`config.mk`:
```
export PLATFORM = sky130hd
export DESIGN_NAME = dram_refresh_arbiter
export DESIGN_NICKNAME = d
export VERILOG_FILES = /design/src/rtl/drfa_pkg.sv /design/src/rtl/drfa_interval_timer.sv /design/src/rtl/drfa_row_counter.sv /design/src/rtl/drfa_arbiter_core.sv /design/src/rtl/dram_refresh_arbiter.sv
export SDC_FILE = /design/constraint.sdc
export NUM_CORES = 1
export LEC_CHECK = 0
export BUFFER_PORTS_ARGS = -buffer_cell sky130_fd_sc_hd__buf_2
export CORE_MARGIN = 8
export CORE_UTILIZATION = 30
export CTS_BUF_LIST = sky130_fd_sc_hd__clkbuf_8
export DETAILED_ROUTE_END_ITERATION = 6
export PLACE_DENSITY = 0.56
export SKIP_LAST_GASP = 1
export SLEW_MARGIN = 20
export SYNTH_ARGS = -nofsm -noshare
export SYNTH_HDL_FRONTEND = slang
export SYNTH_HIERARCHICAL = 1
export SYNTH_SLANG_ARGS = --single-unit
```
`constraint.sdc`:
```
create_clock -name clk -period 3.1 [get_ports clk]
set_clock_uncertainty 0.2 [all_clocks]
set_input_delay 0.62 -clock clk [delete_from_list [all_inputs] [get_ports clk]]
set_output_delay 0.62 -clock clk [all_outputs]
set_load 0.005 [all_outputs]
```
`src/rtl/drfa_pkg.sv`:
```
package drfa_pkg;

    typedef enum logic [1:0] {
        ARB_IDLE    = 2'd0,
        ARB_REFRESH = 2'd1,
        ARB_ACCESS  = 2'd2
    } arb_state_e;

    // round a duration in ns up to whole clock cycles
    function automatic int ns_to_cycles(input int dur_ns, input int period_ns);
        return (dur_ns + period_ns - 1) / period_ns;
    endfunction

endpackage

```
`src/rtl/drfa_interval_timer.sv`:
```
module drfa_interval_timer #(
    parameter int INT_C = 1375
) (
    input  logic clk,
    input  logic rst_n,
    output logic tick
);
    localparam int TW = (INT_C > 1) ? $clog2(INT_C) : 1;
    localparam logic [TW-1:0] LAST = TW'(INT_C - 1);

    logic [TW-1:0] cnt_d, cnt_q;

    always_comb begin
        tick  = (cnt_q == LAST);
        cnt_d = tick ? '0 : cnt_q + 1'b1;
    end

    always_ff @(posedge clk) begin
        if (!rst_n) cnt_q <= '0;
        else        cnt_q <= cnt_d;
    end
endmodule

```
`src/rtl/drfa_row_counter.sv`:
```
module drfa_row_counter #(
    parameter int ROW_W = 7
) (
    input  logic             clk,
    input  logic             rst_n,
    input  logic             advance,
    output logic [ROW_W-1:0] row
);
    logic [ROW_W-1:0] row_d, row_q;

    always_comb begin
        row_d = advance ? row_q + 1'b1 : row_q;
    end

    always_ff @(posedge clk) begin
        if (!rst_n) row_q <= '0;
        else        row_q <= row_d;
    end

    assign row = row_q;
endmodule

```
`src/rtl/drfa_arbiter_core.sv`:
```
module drfa_arbiter_core
    import drfa_pkg::*;
#(
    parameter int ACC_C = 53,
    parameter int CYC_C = 100,
    parameter int REF_C = 68
) (
    input  logic clk,
    input  logic rst_n,
    input  logic host_req,
    input  logic host_we,
    input  logic refresh_tick,
    output logic busy,
    output logic data_valid,
    output logic arr_host,
    output logic arr_we,
    output logic ref_active,
    output logic ref_done
);
    localparam int CNT_MAX = (CYC_C > REF_C) ? CYC_C : REF_C;
    localparam int CNT_W   = $clog2(CNT_MAX + 1);
    localparam logic [CNT_W-1:0] ACC_LAST = CNT_W'(ACC_C - 1);
    localparam logic [CNT_W-1:0] CYC_LAST = CNT_W'(CYC_C - 1);
    localparam logic [CNT_W-1:0] REF_LAST = CNT_W'(REF_C - 1);

    typedef struct packed {
        arb_state_e       state;
        logic [CNT_W-1:0] cnt;
        logic             ref_pend;
        logic             host_pend;
        logic             we;
        logic             busy;
        logic             dv;
    } arb_regs_t;

    arb_regs_t r_d, r_q;
    logic      accept;

    always_comb begin
        r_d      = r_q;
        r_d.dv   = 1'b0;
        ref_done = 1'b0;
        accept   = host_req && !r_q.busy;

        unique case (r_q.state)
            ARB_IDLE: begin
                // refresh has priority over a waiting host access
                if (r_q.ref_pend) begin
                    r_d.state    = ARB_REFRESH;
                    r_d.cnt      = REF_LAST;
                    r_d.ref_pend = 1'b0;
                end else if (r_q.host_pend) begin
                    r_d.state     = ARB_ACCESS;
                    r_d.cnt       = '0;
                    r_d.host_pend = 1'b0;
                end
            end
            ARB_REFRESH: begin
                if (r_q.cnt == '0) begin
                    r_d.state = ARB_IDLE;
                    ref_done  = 1'b1;
                end else begin
                    r_d.cnt = r_q.cnt - 1'b1;
                end
            end
            ARB_ACCESS: begin
                if (r_q.cnt == ACC_LAST && !r_q.we) r_d.dv = 1'b1;
                if (r_q.cnt == CYC_LAST) begin
                    r_d.state = ARB_IDLE;
                    r_d.busy  = 1'b0;
                end else begin
                    r_d.cnt = r_q.cnt + 1'b1;
                end
            end
            default: r_d.state = ARB_IDLE;
        endcase

        if (refresh_tick) r_d.ref_pend = 1'b1;
        if (accept) begin
            r_d.host_pend = 1'b1;
            r_d.busy      = 1'b1;
            r_d.we        = host_we;
        end
    end

    always_ff @(posedge clk) begin
        if (!rst_n) begin
            r_q.state     <= ARB_IDLE;
            r_q.cnt       <= '0;
            r_q.ref_pend  <= 1'b0;
            r_q.host_pend <= 1'b0;
            r_q.we        <= 1'b0;
            r_q.busy      <= 1'b0;
            r_q.dv        <= 1'b0;
        end else begin
            r_q <= r_d;
        end
    end

    assign busy       = r_q.busy;
    assign data_valid = r_q.dv;
    assign arr_host   = (r_q.state == ARB_ACCESS);
    assign arr_we     = (r_q.state == ARB_ACCESS) && r_q.we;
    assign ref_active = (r_q.state == ARB_REFRESH);
endmodule

```
`src/rtl/dram_refresh_arbiter.sv`:
```
module dram_refresh_arbiter
    import drfa_pkg::*;
#(
    parameter int CLK_PERIOD_NS = 10,
    parameter int ACCESS_NS     = 525,
    parameter int CYCLE_NS      = 1000,
    parameter int REFRESH_NS    = 675,
    parameter int INTERVAL_NS   = 13750,
    parameter int ROW_W         = 7,
    parameter int BANKS         = 4
) (
    input  logic             clk,
    input  logic             rst_n,
    input  logic             host_req,
    input  logic             host_we,
    output logic             busy,
    output logic             data_valid,
    output logic             arr_host,
    output logic             arr_we,
    output logic             ref_active,
    output logic [BANKS-1:0] ref_bank_en,
    output logic [ROW_W-1:0] ref_row
);
    localparam int ACC_C = ns_to_cycles(ACCESS_NS, CLK_PERIOD_NS);
    localparam int CYC_C = ns_to_cycles(CYCLE_NS, CLK_PERIOD_NS);
    localparam int REF_C = ns_to_cycles(REFRESH_NS, CLK_PERIOD_NS);
    localparam int INT_C = ns_to_cycles(INTERVAL_NS, CLK_PERIOD_NS);

    logic tick;
    logic ref_done;

    drfa_interval_timer #(.INT_C(INT_C)) u_timer (
        .clk  (clk),
        .rst_n(rst_n),
        .tick (tick)
    );

    drfa_arbiter_core #(
        .ACC_C(ACC_C),
        .CYC_C(CYC_C),
        .REF_C(REF_C)
    ) u_core (
        .clk         (clk),
        .rst_n       (rst_n),
        .host_req    (host_req),
        .host_we     (host_we),
        .refresh_tick(tick),
        .busy        (busy),
        .data_valid  (data_valid),
        .arr_host    (arr_host),
        .arr_we      (arr_we),
        .ref_active  (ref_active),
        .ref_done    (ref_done)
    );

    drfa_row_counter #(.ROW_W(ROW_W)) u_row (
        .clk    (clk),
        .rst_n  (rst_n),
        .advance(ref_done),
        .row    (ref_row)
    );

    // all banks are refreshed together
    for (genvar b = 0; b < BANKS; b++) begin : g_bank
        assign ref_bank_en[b] = ref_active;
    end
endmodule

```
Word-level counts from Yosys, hierarchy flattened
Cells that the tools add are included.
{"block": "word_totals", "out_inout_bits": 16, "regBits": 32, "in_bits": 4, "elab_cells": 60}
{"block": "op_classes", "reduce_logical": 18, "n_eq_ne": 11, "n_addsub": 4, "muxes": 17, "n_bitwise": 1}
{"op": "7-bit case mux with 3 select lines", "count": 1}
{"op": "9-bit 2-to-1 mux", "count": 2}
{"op": "7-bit by 1-bit adder with 7-bit output, second input constant", "count": 2}
{"op": "7-bit 2-to-1 mux", "count": 2}
{"op": "11-bit by 1-bit adder with 11-bit output, second input constant", "count": 1}
{"op": "11-bit == test, second input constant", "count": 1}
{"op": "2-bit 2-to-1 mux", "count": 4}
{"op": "2-bit nonzero test", "count": 4}
{"op": "7-bit by 6-bit == test with 1-bit output, second input constant", "count": 1}
{"op": "7-bit == test, second input constant", "count": 1}
{"op": "7-bit zero test", "count": 1}
{"op": "7-bit by 1-bit subtractor with 7-bit output, second input constant", "count": 1}
{"op": "1-bit 2-to-1 mux", "count": 6}
{"op": "2-bit != test, second input constant", "count": 3}
{"op": "2-bit case mux with 3 select lines", "count": 1}
{"op": "2-bit AND reduction", "count": 3}
{"op": "2-bit by 1-bit != test with 1-bit output, second input constant", "count": 2}
{"op": "4-bit AND reduction", "count": 1}
{"op": "1-bit logical AND", "count": 3}
{"op": "3-bit 2-to-1 mux", "count": 1}
{"op": "3-bit by 1-bit != test with 1-bit output, second input constant", "count": 1}
{"op": "3-bit AND reduction", "count": 1}
{"op": "3-bit nonzero test", "count": 1}
{"op": "2-bit by 1-bit == test with 1-bit output, second input constant", "count": 1}
{"op": "5 further kinds", "count": 6}

Longest topological paths before layout
Gate-level depths: netlist (run 1).
{"block": "logic_depth", "word_depth": 5, "mapped_depth": 8, "mapped_depth_nobuf": 8}

Cells and area by module
Netlist (run 1), hierarchy kept.
{"mod": "drfa_arbiter_core", "n_inst": 1, "cells_per_inst": 116, "area_each_um2": 1029.7, "seq_area_each_um2": 280.3}
{"mod": "drfa_interval_timer", "n_inst": 1, "cells_per_inst": 55, "area_each_um2": 504.2, "seq_area_each_um2": 220.2}
{"mod": "drfa_row_counter", "n_inst": 1, "cells_per_inst": 29, "area_each_um2": 290.3, "seq_area_each_um2": 140.1}
{"mod": "dram_refresh_arbiter", "n_inst": 1, "cells_per_inst": 4, "area_each_um2": 30.0, "seq_area_each_um2": 0.0}

Least setup slack after synthesis (run 1)
Ideal clock, no wire load.
{"block": "synth_path", "kind": "reg2reg", "from": "register u_core/r_q[12] (netlist name)", "to": "register u_core/r_q[11] (netlist name)", "path_slack_ns": 0.738, "synth_period_minus_slack_ns": 2.362, "path_buffers": 0, "setup_ns": 0.144, "stages_incl_launch_ff": 9, "t_arrival_ns": 2.017, "t_required_ns": 2.756, "path_cell_list": "dfxtp_1 -> inv_1 -> ha_1 -> inv_1 -> fa_1 -> a211oi_1 -> nor4_1 -> nor4_1 -> a311oi_1"}
{"block": "synth_via", "elab_chain_cells": 3, "elab_cells_between_ends": 9, "cone_classes": "eq/ne: 5; mux: 1; reduce/logical: 3"}
{"item": "start, declared", "line_no": "drfa_arbiter_core.sv:36", "rtl": "arb_regs_t r_d, r_q;"}
{"item": "start signal, assigned", "line_no": "drfa_arbiter_core.sv:96", "rtl": "r_q <= r_d;"}
{"item": "2-bit == test (*)"}
{"item": "via arr_host", "line_no": "dram_refresh_arbiter.sv:18", "rtl": "output logic arr_host,"}
{"item": "2-bit != test (no source line) / 3-bit nonzero test (equally long branches)"}
{"item": "4-bit AND reduction (no source line)"}
The timed path passes the listed nets; every way through them passes the cells marked *.
A chain may end at the register's enable or synchronous reset.

Worst setup path in the final report (run 1)
{"block": "layout_path", "from": "register u_core/r_q[12] (netlist name)", "to": "register u_core/r_q[11] (netlist name)"}
{"block": "layout_via", "elab_chain_cells": 3, "elab_cells_between_ends": 9, "cone_classes": "eq/ne: 5; mux: 1; reduce/logical: 3"}
{"item": "2-bit by 1-bit == test with 1-bit output, or another cell as far along", "line_no": "drfa_arbiter_core.sv:45", "rtl": "unique case (r_q.state)"}
{"item": "2-bit != test (no source line), or another cell as far along"}
{"item": "4-bit AND reduction (no source line)"}
Parallel ways exist; a longest one is shown, timed or not.

==> results of run 1 <==
[logic make-up after synthesis]
kind of cell,count (synthesis),share of synthesized area [%]
compound gates,47,18.1
xor+xnor,11,5.20
fa+ha+maj,14,9.85
buf+inv,18,5.47
flops,32,34.5
mux,4,2.16
simple gates,78,24.7
[per-layer routing]
metal	up-vias	wire [um]	global-route usage, %
met1	736	1990	11.7
met2	35	1780	14.9
met3	5	247	3.02
met4	0	48	4.16
met5	-	0	0
li1	794	-	-
[worst min path at each step]
stage / startpoint / endpoint / cells after the start
4_1_cts: u_timer/cnt_q[10]$_SDFF_PP0_ / u_timer/cnt_q[10]$_SDFF_PP0_ / 2
3_5_place_dp: u_timer/cnt_q[10]$_SDFF_PP0_ / u_timer/cnt_q[10]$_SDFF_PP0_ / 2
6_report: u_timer/cnt_q[10]$_SDFF_PP0_ / u_timer/cnt_q[10]$_SDFF_PP0_ / 2
3_3_place_gp: u_timer/cnt_q[10]$_SDFF_PP0_ / u_timer/cnt_q[10]$_SDFF_PP0_ / 2
2_1_floorplan: u_timer/cnt_q[10]$_SDFF_PP0_ / u_timer/cnt_q[10]$_SDFF_PP0_ / 2
5_1_grt: u_timer/cnt_q[10]$_SDFF_PP0_ / u_timer/cnt_q[10]$_SDFF_PP0_ / 2
[area by class of cell]
class                      count  area [sq um]
clock inverter                 3          42.5
tap                           75          93.8
timing repair buffer          20           103
sequential                    32           641
inverter                       9          33.8
clock buffer                   5          68.8
multi-input combinational    154          1110
fill                         632          3860
[report_power, final]
group | switching (W) | internal [W] | leakage (nW)
clock | 0.000161 | 0.000238 | 0.0541
sequential | 0.0000524 | 0.000443 | 0.260
combinational | 0.000265 | 0.000211 | 0.539
total | 0.000479 | 0.000892 | 0.852
[state kept, by name, indices dropped and copies added (netlist names)]
register and count:
u_core/r_q 12, u_timer/cnt_q 11, u_row/row 7, u_core/busy 1
u_core/data_valid 1
[stage by stage]
| step | instance area, sq um | hold slack [ps] | power, W | util [%] | setup slack [ps] |
|---|---|---|---|---|---|
| 3_3_place_gp | 1980 | 271 | 0.000978 | 33.3 | 594 |
| 2_1_floorplan | 1850 | 252 | 0.000875 | - | 738 |
| 6_report | 2090 | 285 | 0.00137 | 35.2 | 485 |
| 3_5_place_dp | 1980 | 278 | 0.000971 | 33.3 | 492 |
| 5_1_grt | 2090 | 311 | 0.00148 | 35.2 | 275 |
| 4_1_cts | 2090 | 288 | 0.00139 | 35.2 | 454 |
[worst reg2reg max path: cells and delay by family (launching register included)]
kind / cells / cell delay, ps
fa+ha+maj: 2 / 810
buf+inv: 2 / 300
flops: 1 / 330
simple gates: 2 / 400
compound gates: 2 / 450
[cells in the final DEF, fill, tap and decap left out, types with 5 or more instances in the layout]
cell type / Yosys / routed
nand3_1: 10 / 10
clkbuf_8: 1 / 5
nand2_1: 15 / 15
nor2_1: 10 / 10
dfxtp_1: 32 / 32
and2_1: 5 / 5
ha_1: 13 / 13
o21ai_0: 8 / 8
nor4_1: 6 / 6
inv_1: 9 / 9
xnor2_1: 6 / 6
xor2_1: 5 / 5
a21oi_1: 14 / 14
buf_2: 1 / 19
==> results.cfg, run 1 <==
[status]
status = complete, no violations

[die]
placementRows = 28
die_y_um = 94.6
die_area_sq_um = 8950
initial_core_util_pct = 31.1
dieWidth_um = 94.6
core_sq_um = 5960
io_pins = 20

[power]
p_per_area_nw_per_um2 = 654
p_leak_nw = 0.852
ir_drop_mv = 0.279

[grt]
grt_overflow = 0
grt_pass1_wl_um = 6900
first_global_vias = 1524
grt_usage_pct = 9.52
antenna_found_initial = 0
grt_max_degree = 17

[cts]
path_clk_slew_ps = 70
cts_root_buffer = clkbuf_8
cts_resized = 0
cts-htree-levels = 2
cts_buffer_depth = 2
clock-sinks = 32
cts_tree = done
hold_buffers = 0
clkLatencyLatePin_ps = 280
numCtsBuffers = 5
post_cts_buffers = 0

[cells_and_area]
num_antenna_cells = 0
drive_above_1_share_pct = 17.5
finalNonFillerCells = 298
nNetsFinal = 240
syn_to_final_growth_pct = 13.0

[placed_design]
place_inst = 290
routabilityCongestion = 0.825
dpl.hpwl_um = 2990
portBuffers = 19

[setup_path]
end_kind = register
cp_slowest_cell = fa_1
crit_type = register to register
r2r-start = u_core/r_q[12]$_SDFFE_PN0P_
crit_end = u_core/r_q[11]$_SDFFE_PN0P_
worstPathArrival_ps = 2550
r2r_setup_slack_ps = 480
worst-path-buf-inv = 2
cp_top_family = adder cells
required_ps = 3040
critPathMaxFanout = 8
crit_start = u_core/r_q[12]$_SDFFE_PN0P_
timing.rr.end = u_core/r_q[11]$_SDFFE_PN0P_
path_cells = inv_1, ha_1, inv_1, fa_1, a211oi_1, nor4_1, nor4_1, a311oi_1
slowest_delay_ps = 520
startpoint_type = register
r2r_cells = 8
path_depth = 8

[flow_run]
max_cap_viol_count = 0

[logic_synthesis]
synth_top_area_share_pct = 34.5
synth.most_common_cell = dfxtp_1
synth_nets = 222
synth_cell_types = 52
synth_edf_count = 0
synth_common_cells = dfxtp_1, nand2_1, a21oi_1
avgSynthCellArea_sq_um = 9.09
ys.warnings.count = 6
synthCells = 204
synth-seq-cells = 32
yosysTopAreaCell = dfxtp_1
syn_area_sq_um = 1850
async_reset_ff_share_pct = 0
synthFlopType = dfxtp_1
seq_area_frac_synth_pct = 34.5
synth.area.top_cells = dfxtp_1, ha_1, a21oi_1

[drt]
ant_nets = 0
drt_pass1_iterations = 4
drt-initial-drc-count = 112
post_drt_via_cell_ratio = 5.27
wirelength_um = 4070
wl_per_cell_um = 13.6
via_count = 1570
drc = 0

[sta]
hold_viol = 0
slew_headroom_pct = 53.8
finalSetupViolCount = 0
rsz0062_at_grt = false
tightest_slew_ps = 688
fin_tns_setup_ps = 0
finalCriticalPeriod_ps = 2620
slew_violations = 0
fmax_ghz = 0.382
post-route-period-util_pct = 84.4

[hold_path]
hold_path.class = register to register
(Power assumes the default switching activity.)
==> inputs of run 2 (changes only) <==
Settings changed: ABC_AREA from default to 1, PLACE_DENSITY 0.56 to 0.58.
Clock period 3.1 ns to 2.4 ns, I/O delays scaled along.
==> results.cfg, run 2 <==
[status]
status = complete, no violations

[cts]
clock-sinks = 32
cts_root_buffer = clkbuf_8
hold_buffers = 0
cts_tree = done
path_clk_slew_ps = 70
post_cts_buffers = 0
numCtsBuffers = 5
clkLatencyLatePin_ps = 290
cts_resized = 0
cts-htree-levels = 2
cts_buffer_depth = 2

[sta]
worst_slack_ps = 286
finalSetupViolCount = 0
hold_viol = 0
slew_headroom_pct = 70.1
rsz0062_at_grt = false
fmax_ghz = 0.473
slew_violations = 0
finalCriticalPeriod_ps = 2110
tightest_slew_ps = 447
fin_tns_setup_ps = 0
post-route-period-util_pct = 88.1

[grt]
first_global_vias = 1662
grt_usage_pct = 9.27
grt_overflow = 0
antenna_found_initial = 0
grt_max_degree = 15
grt_pass1_wl_um = 7420

[cells_and_area]
largest_reg_flops = 12
syn_to_final_growth_pct = 13.4
num_antenna_cells = 0
top_register = u_core/r_q
nNetsFinal = 323
final_common_cell = nand2_1
final_cell_mix = nand2_1, inv_1, dfxtp_1
drive_above_1_share_pct = 16.7

[die]
core_sq_um = 6350
die_y_um = 97.1
placementRows = 29
io_pins = 20
dieWidth_um = 97.1
die_area_sq_um = 9430
initial_core_util_pct = 31.1

[setup_path]
end_kind = register
required_ps = 2420
cp_top_family = adder cells
critPathMaxFanout = 8
worstPathArrival_ps = 2130
timing.rr.end = u_core/r_q[9]$_SDFFE_PN0P_
crit_type = register to register
cp_slowest_cell = dfxtp_1
r2r_setup_slack_ps = 290
crit_start = u_core/r_q[12]$_SDFFE_PN0P_
r2r_cells = 11
r2r-start = u_core/r_q[12]$_SDFFE_PN0P_
worst-path-buf-inv = 3
crit_end = u_core/r_q[9]$_SDFFE_PN0P_
path_cells = inv_1, ha_1, inv_1, ha_1, nand2_1, nand2_1, inv_1, nand3_1, a21oi_1, nand2_1, a21oi_2
startpoint_type = register
slowest_delay_ps = 360
path_depth = 11

[drt]
drt-initial-drc-count = 81
drt_pass1_iterations = 4
via_count = 1746
post_drt_via_cell_ratio = 4.56
wl_per_cell_um = 10.8
wirelength_um = 4130
drc = 0
ant_nets = 0

[logic_synthesis]
synth_top_area_share_pct = 32.5
synthFlopType = dfxtp_1
synth-seq-cells = 32
avgSynthCellArea_sq_um = 6.95
synth.area.top_cells = dfxtp_1, nand2_1, ha_1
synthCells = 284
seq_area_frac_synth_pct = 32.5
synth_cell_types = 27
syn_area_sq_um = 1970
synth_edf_count = 0
synth_nets = 302
yosysTopAreaCell = dfxtp_1
ys.warnings.count = 6
synth.most_common_cell = nand2_1
async_reset_ff_share_pct = 0
synth_common_cells = nand2_1, inv_1, dfxtp_1

[placed_design]
dpl.hpwl_um = 3050
portBuffers = 19
routabilityCongestion = 0.838
pre_cts_ws_ps = 319

[power]
finalPower_w = 0.00151
p_leak_nw = 0.985
ir_drop_mv = 0.270
p_per_area_nw_per_um2 = 673

[flow_run]
max_cap_viol_count = 0

[hold_path]
hold_path.class = register to register
[run 2: worst min path at each step]
| stage | cells past startpoint | start | slack [ps] | endpoint |
|---|---|---|---|---|
| CTS | 2 | u_core/r_q[3]$_SDFFE_PN0P_ | 280 | u_core/r_q[3]$_SDFFE_PN0P_ |
| global route | 3 | host_we | 280 | u_core/r_q[2]$_SDFFE_PN0P_ |
| global placement | 2 | u_core/r_q[3]$_SDFFE_PN0P_ | 250 | u_core/r_q[3]$_SDFFE_PN0P_ |
| finish | 2 | u_core/r_q[3]$_SDFFE_PN0P_ | 270 | u_core/r_q[3]$_SDFFE_PN0P_ |
| detailed placement | 2 | u_core/r_q[3]$_SDFFE_PN0P_ | 270 | u_core/r_q[3]$_SDFFE_PN0P_ |
| floorplan | 2 | u_core/r_q[3]$_SDFFE_PN0P_ | 240 | u_core/r_q[3]$_SDFFE_PN0P_ |
[run 2: cell families (layout without fill, tap and decap cells)]
kind of cell	Yosys count	in the layout	synth area share, %
adders and majority gates	14	14	9.26
DFF	32	32	32.5
buffers and inverters	47	69	10.2
AOI/OAI and AO/OA	31	31	9.00
and+or+nand+nor	154	154	36.4
xor gates and xnor gates	6	6	2.66
[run 2: tightest hold or removal path, cell delays in order, from the launching register on]
cell	delay [ps]
dfxtp_1	310
nand2_1	60
a21oi_1	50
[run 2: cell type report]
class                      count  area (sq um)
clock inverter                 3          42.5
timing repair buffer          20           103
multi-input combinational    205          1130
tap                           77          96.3
clock buffer                   5          68.8
inverter                      41           156
sequential                    32           641
fill                         671          4110
[run 2: routing by layer]
metal  GRT usage, %  routed length (um)  up-vias  part of all wire, %
li1               -                   -      935                    -
met1           10.9                2050      778                   50
met2           14.7                1770       28                   43
met3           3.70                 251        5                  6.1
met4           3.55                  55        0                  1.3
met5              0                   0        -                    0
[run 2: metrics by stage]
stage / cells / hold slack (ps) / cell area [sq um] / utilization, %
after floorplan: 284 / 240 / 1970 / -
after detailed placement: 375 / 269 / 2130 / 33.5
after global routing: 383 / 284 / 2240 / 35.3
after global placement: 375 / 252 / 2130 / 33.5
after CTS: 383 / 279 / 2240 / 35.3
final: 383 / 273 / 2240 / 35.3
[run 2: report_power, final]
part	switching, W	internal (W)
registers	0.0000327	0.000557
logic	0.000243	0.000148
clock network	0.000217	0.000307
